## src/rtl/rom_mux_pkg.sv

```systemverilog
package rom_mux_pkg;

  localparam int unsigned SelWidth = 4;

  // Owner select codes: exactly one legal value per owner.
  localparam logic [SelWidth-1:0] SelBusOwns = 4'b0110;
  localparam logic [SelWidth-1:0] SelChkOwns = 4'b1001;

  // Strobes from control to datapath.
  typedef struct packed {
    logic busOwn;     // ownership has passed to the bus
    logic busAccept;  // bus read issued to ROM this cycle
    logic chkAccept;  // checker read issued to ROM this cycle
    logic fatal;      // any sticky fault is set
  } muxStrobe_t;

  function automatic logic selLegal(input logic [SelWidth-1:0] sel);
    return (sel == SelBusOwns) || (sel == SelChkOwns);
  endfunction

endpackage

```

## src/rtl/rom_mux_ctrl.sv

```systemverilog
module rom_mux_ctrl
  import rom_mux_pkg::*;
(
  input  logic                clk_i,
  input  logic                rst_ni,
  input  logic [SelWidth-1:0] selBus_i,
  input  logic                chkReq_i,
  input  logic                busReq_i,
  output muxStrobe_t          strobe_o,
  output logic                busReady_o,
  output logic                alertInvalid_o,
  output logic                alertRevert_o
);

  logic [SelWidth-1:0] selQ;
  logic ownedQ;
  logic invalidQ;
  logic revertQ;

  logic liveTrue;
  logic liveFalse;
  logic liveBad;
  logic heldBad;
  logic heldFalse;
  logic revertHit;
  logic fatal;

  // Decode the live select and its registered copy.
  always_comb begin
    liveTrue  = (selBus_i == SelBusOwns);
    liveFalse = (selBus_i == SelChkOwns);
    liveBad   = !selLegal(selBus_i);
    heldBad   = !selLegal(selQ);
    heldFalse = (selQ == SelChkOwns);
    revertHit = ownedQ && (liveFalse || heldFalse);
    fatal     = invalidQ || revertQ;
  end

  always_ff @(posedge clk_i or negedge rst_ni) begin
    if (!rst_ni) begin
      selQ     <= SelChkOwns;
      ownedQ   <= 1'b0;
      invalidQ <= 1'b0;
      revertQ  <= 1'b0;
    end else begin
      selQ     <= selBus_i;
      ownedQ   <= ownedQ || liveTrue;
      invalidQ <= invalidQ || liveBad || heldBad;
      revertQ  <= revertQ || revertHit;
    end
  end

  always_comb begin
    strobe_o.busOwn    = ownedQ;
    strobe_o.fatal     = fatal;
    strobe_o.busAccept = ownedQ && !fatal && busReq_i;
    strobe_o.chkAccept = !ownedQ && chkReq_i;
  end

  assign busReady_o     = ownedQ && !fatal;
  assign alertInvalid_o = invalidQ;
  assign alertRevert_o  = revertQ;

endmodule

```

## src/rtl/rom_mux_datapath.sv

```systemverilog
module rom_mux_datapath
  import rom_mux_pkg::*;
#(
  parameter int unsigned AddrWidth = 8,
  parameter int unsigned DataWidth = 32
) (
  input  logic                 clk_i,
  input  logic                 rst_ni,
  input  muxStrobe_t           strobe_i,
  input  logic [AddrWidth-1:0] chkAddr_i,
  input  logic [AddrWidth-1:0] busAddr_i,
  input  logic [DataWidth-1:0] romData_i,
  output logic                 romReq_o,
  output logic [AddrWidth-1:0] romAddr_o,
  output logic                 busValid_o,
  output logic [DataWidth-1:0] busData_o,
  output logic                 chkValid_o,
  output logic [DataWidth-1:0] chkData_o
);

  logic busPendQ;
  logic chkPendQ;

  assign romReq_o  = strobe_i.busAccept || strobe_i.chkAccept;
  assign romAddr_o = strobe_i.busOwn ? busAddr_i : chkAddr_i;

  always_ff @(posedge clk_i or negedge rst_ni) begin
    if (!rst_ni) begin
      busPendQ <= 1'b0;
      chkPendQ <= 1'b0;
    end else begin
      busPendQ <= strobe_i.busAccept;
      chkPendQ <= strobe_i.chkAccept;
    end
  end

  // A read in flight when a fault lands is dropped.
  assign busValid_o = busPendQ && !strobe_i.fatal;
  assign chkValid_o = chkPendQ;

  // Return data is zeroed per bit outside its valid cycle.
  for (genvar b = 0; b < DataWidth; b++) begin : g_dataGate
    assign busData_o[b] = busValid_o && romData_i[b];
    assign chkData_o[b] = chkValid_o && romData_i[b];
  end

endmodule

```

## src/rtl/rom_owner_mux.sv

```systemverilog
module rom_owner_mux
  import rom_mux_pkg::*;
#(
  parameter int unsigned AddrWidth = 8,
  parameter int unsigned DataWidth = 32
) (
  input  logic                 clk_i,
  input  logic                 rst_ni,
  input  logic [SelWidth-1:0]  selBus_i,
  input  logic                 chkReq_i,
  input  logic [AddrWidth-1:0] chkAddr_i,
  output logic                 chkValid_o,
  output logic [DataWidth-1:0] chkData_o,
  input  logic                 busReq_i,
  input  logic [AddrWidth-1:0] busAddr_i,
  output logic                 busReady_o,
  output logic                 busValid_o,
  output logic [DataWidth-1:0] busData_o,
  output logic                 romReq_o,
  output logic [AddrWidth-1:0] romAddr_o,
  input  logic [DataWidth-1:0] romData_i,
  output logic                 alertInvalid_o,
  output logic                 alertRevert_o
);

  muxStrobe_t strobe;

  rom_mux_ctrl u_ctrl (
    .clk_i          (clk_i),
    .rst_ni         (rst_ni),
    .selBus_i       (selBus_i),
    .chkReq_i       (chkReq_i),
    .busReq_i       (busReq_i),
    .strobe_o       (strobe),
    .busReady_o     (busReady_o),
    .alertInvalid_o (alertInvalid_o),
    .alertRevert_o  (alertRevert_o)
  );

  rom_mux_datapath #(
    .AddrWidth (AddrWidth),
    .DataWidth (DataWidth)
  ) u_datapath (
    .clk_i      (clk_i),
    .rst_ni     (rst_ni),
    .strobe_i   (strobe),
    .chkAddr_i  (chkAddr_i),
    .busAddr_i  (busAddr_i),
    .romData_i  (romData_i),
    .romReq_o   (romReq_o),
    .romAddr_o  (romAddr_o),
    .busValid_o (busValid_o),
    .busData_o  (busData_o),
    .chkValid_o (chkValid_o),
    .chkData_o  (chkData_o)
  );

endmodule

```

## config.mk

```make
export PLATFORM = sky130hd
export DESIGN_NAME = rom_owner_mux
export DESIGN_NICKNAME = d
export VERILOG_FILES = /design/src/rtl/rom_mux_pkg.sv /design/src/rtl/rom_mux_ctrl.sv /design/src/rtl/rom_mux_datapath.sv /design/src/rtl/rom_owner_mux.sv
export SDC_FILE = /design/constraint.sdc
export NUM_CORES = 1
export LEC_CHECK = 0
export ABC_AREA = 1
export BUFFER_PORTS_ARGS = -buffer_cell sky130_fd_sc_hd__buf_4
export CORE_AREA = 2 2 58 65
export CTS_CLUSTER_DIAMETER = 150
export DETAILED_ROUTE_END_ITERATION = 8
export DIE_AREA = 0 0 60 67
export PLACE_DENSITY = 0.78
export SYNTH_ARGS = -nofsm -noshare
export SYNTH_HDL_FRONTEND = slang
export SYNTH_SLANG_ARGS = --single-unit
```

## constraint.sdc

```tcl
create_clock -name clk_i -period 1.4 [get_ports clk_i]
set_clock_uncertainty 0.15 [all_clocks]
set_input_delay 0.28 -clock clk_i [delete_from_list [all_inputs] [get_ports clk_i]]
set_output_delay 0.28 -clock clk_i [all_outputs]
set_load 0.02 [all_outputs]
```

==> flow_metrics.py <==
metrics = {
    "worst_hold_path": {
        "min-delay-path-class": "input pin to flop",
        "worst_hold_path.num_cells": 3,
        "min-delay-start": "busReq_i",
        "whs_endpoint": "u_datapath.busPendQ$_DFF_PN0_",
    },
    "timing": {
        "timing.final.ws_setup_ns": -0.4032,
        "period_minus_slack_ns": 1.803,
        "actual_slew_at_the_worst_max_slew_pin_ns": 0.2096,
        "setup-violations-final": 79,
        "rsz0062_at_grt": "true",
        "timing.final.hold_violations": 0,
        "final.setup.tns_ns": -21.69,
        "timing.final.max_slew_violations": 0,
        "fin_worst_hold_slack_ns": 0.09567,
        "fmax_mhz": 554.6,
        "min_period_over_period_pct": 128.8,
        "slew_headroom_pct": 86.03,
    },
    "global_route": {
        "antenna_found_initial": 0,
        "grt_pass1_vias": 1810,
        "grt_start_max_net_pins": 13,
        "grt_overflow_total": 0,
        "global_route_wire_length_before_repair_mm": 7.928,
        "groute.usage.overall_pct": 25.95,
    },
    "setup_path": {
        "crit_required_ns": 0.97,
        "regToRegStartpoint": "u_ctrl.selQ[0]$_DFF_PN1_",
        "startpoint_type": "flop",
        "worst_r2r_endpoint": "u_ctrl.alertRevert_o$_DFF_PN0_",
        "worstPathMaxFanout": 12,
        "worstRegToRegCells": 6,
        "endpoint_kind": "primary output",
        "cp.arrival_ns": 1.37,
        "setup.reg_to_reg.worst_slack_ns": 0.19,
        "timing.critical_path.from": "u_ctrl.alertRevert_o$_DFF_PN0_",
        "critPathKind": "flop to primary output",
    },
    "cells_and_area": {
        "final_core_utilization_pct": 95.83,
        "area_growth_syn_to_layout_pct": 209.6,
        "drive_above_1_share_pct": 79.27,
        "antenna_diode_count": 0,
        "nNetsFinal": 414,
        "final_design_area_no_fill_um2": 3192,
    },
    "power_and_ir_drop": {
        "max-vdd-ir-drop_mv": 0.4252,
        "power.leakage_nw": 2.032,
        "power_per_cell_area_nw_per_um2": 253.2,
        "fin_total_pwr_w": 0.0008081,
    },
    "placement": {
        "gp_congestion": 0.7492,
        "post_dp_cell_area_um2": 2326,
        "io_port_bufs": 133,
        "dp_hpwl_mm": 3.270,
    },
    "floorplanning": {
        "chipWidth_um": 60,
        "die-area_um2": 4020,
        "start_util_pct": 30.95,
        "fp.coreArea_um2": 3331,
        "io-pin-count": 134,
        "num_rows": 22,
        "floorplan.die.height_um": 67,
    },
    "run_status": {
        "failing_checks": "negative setup slack",
        "result_of_the_run": "finished, violations left",
    },
    "clock_network": {
        "cts_tree": "done",
        "htree_num_levels": 1,
        "tritoncts_num_sinks": 9,
        "clk_root_buffer_cell": "sky130_fd_sc_hd__clkbuf_4",
        "max-clock-path-buffers": 2,
        "clk_latency_ns": 0.26,
        "cts_inserted_buffers": 3,
        "clkSlewWorstSetupHoldPaths_ns": 0.07,
    },
    "drt": {
        "firstDrtPassIters": 4,
        "postRouteWirelength_mm": 7.968,
        "drc": 0,
        "route.detailed.vias_per_inst": 4.867,
        "antenna_violating_nets_post_route": 0,
        "drtIter0Drc": 99,
        "detailroute.via_count": 1971,
        "route.detailed.wl_per_inst_um": 19.67,
    },
    "synth": {
        "postSynthCellCount": 200,
        "synth_largest_type_area_fraction_pct": 25.49,
        "cell_types_with_the_largest_area_share_after_synthesis": "sky130_fd_sc_hd__inv_1 25%, sky130_fd_sc_hd__nand2_1 25%, sky130_fd_sc_hd__dfrtp_1 17%, sky130_fd_sc_hd__nor2_1 9.8%, sky130_fd_sc_hd__nor2_2 6.1%",
        "synth_seq_area_share_pct": 22.09,
        "syn_area_per_cell_um2": 5.155,
        "syn_area_um2": 1031,
        "post-synth-top-area-cell": "sky130_fd_sc_hd__inv_1",
        "yosys_warnings": 0,
        "synth.net_count": 256,
        "synth.lib_cells_used.distinct": 14,
        "postSynthRegisterBits": 9,
    },
    "flow_run": {
        "max-cap-violations": 0,
    },
}
==> Yosys cell counts (all sizes together) <==
master and number:
nand3 3, dfrtp 7, dfstp 2, inv 73
nor2 37, buf 7, o21ai 1, nor3 1
nand2 69
==> registers in the layout (all words and copies together) (netlist names) <==
register	count
u_ctrl.selQ	4
u_ctrl.alertInvalid_o	1
u_ctrl.alertRevert_o	1
u_ctrl.ownedQ	1
u_datapath.busPendQ	1
u_datapath.chkValid_o	1
==> through the flow <==
step	instances	setup WS, ns
floorplan	200	-0.04352
CTS	404	-0.3122
global placement	386	-0.06326
finish	405	-0.4032
global route	405	-0.4291
detailed placement	386	-0.06439
==> where the power goes <==
part           total [W]  internal, W  switching [W]
clock network   0.000208     0.000110      0.0000980
registers       0.000273     0.000268     0.00000448
logic           0.000327     0.000151       0.000176
==> cell families (layout without fill, tap and decap cells) <==
group / after synthesis / in the layout / share of synthesized area (%)
simple gates: 110 / 110 / 45.27
buf+inv: 80 / 237 / 32.16
flops: 9 / 9 / 22.09
compound gates: 1 / 1 / 0.4850
==> routing by layer <==
| layer | track usage, % | share of wire (%) |
|---|---|---|
| met3 | 5.243 | 8.6 |
| met5 | 0 | 0 |
| met1 | 22.95 | 32 |
| met2 | 53.80 | 53 |
| met4 | 10.28 | 6.4 |
==> worst max path at each step <==
stage              endpoint  slack (ns)  cells past startpoint
6_report       busData_o[2]       -0.40                      5
5_1_grt        busData_o[2]       -0.43                      5
4_1_cts            romReq_o       -0.31                      5
3_5_place_dp       romReq_o       -0.06                      5
3_3_place_gp       romReq_o       -0.06                      5
2_1_floorplan      romReq_o       -0.04                      4
==> critical path: stages (launching register included) <==
cell and delay [ns]:
sky130_fd_sc_hd__dfrtp_2 0.41, sky130_fd_sc_hd__inv_2 0.08, sky130_fd_sc_hd__nand3_4 0.14, sky130_fd_sc_hd__buf_12 0.21
sky130_fd_sc_hd__nor2_4 0.13, sky130_fd_sc_hd__buf_6 0.13
==> cell usage in the layout, fill, tap and decap left out <==
cell / instances
sky130_fd_sc_hd__dfstp_2: 2
sky130_fd_sc_hd__nor3_4: 1
sky130_fd_sc_hd__nand3_1: 2
sky130_fd_sc_hd__o21ai_2: 1
sky130_fd_sc_hd__nand3_4: 1
sky130_fd_sc_hd__inv_2: 35
sky130_fd_sc_hd__buf_8: 2
sky130_fd_sc_hd__nor2_2: 5
sky130_fd_sc_hd__inv_1: 37
sky130_fd_sc_hd__dlygate4sd3_1: 5
sky130_fd_sc_hd__inv_4: 1
sky130_fd_sc_hd__dfrtp_2: 3
sky130_fd_sc_hd__nand2_2: 13
sky130_fd_sc_hd__nand2_4: 35
sky130_fd_sc_hd__nand2_1: 20
sky130_fd_sc_hd__dfrtp_1: 4
sky130_fd_sc_hd__nor2_1: 5
sky130_fd_sc_hd__buf_12: 7
sky130_fd_sc_hd__buf_6: 81
sky130_fd_sc_hd__buf_4: 65
sky130_fd_sc_hd__nand2_8: 1
sky130_fd_sc_hd__clkbuf_1: 1
sky130_fd_sc_hd__clkbuf_4: 3
sky130_fd_sc_hd__nor2_4: 27
==> what timing repair did <==
action | CTS | global route
pin swaps | 3 | 13
hold buffers | 5 | 0
gates cloned | 4 | 1
buffers inserted | 5 | 5
setup endpoints to repair | 76 | 77
hold endpoints to repair | 13 | 0
resized for setup | 139 | 90
==> cell type report <==
type	count	area (µm²)
Clock buffer	4	26.28
Timing Repair Buffer	160	1620
Tap cell	48	60.06
Fill cell	73	138.9
Sequential cell	9	231.5
Inverter	73	276.5
Multi-Input combinational cell	111	977.2
Note: power is estimated with default switching activity, not from simulation.
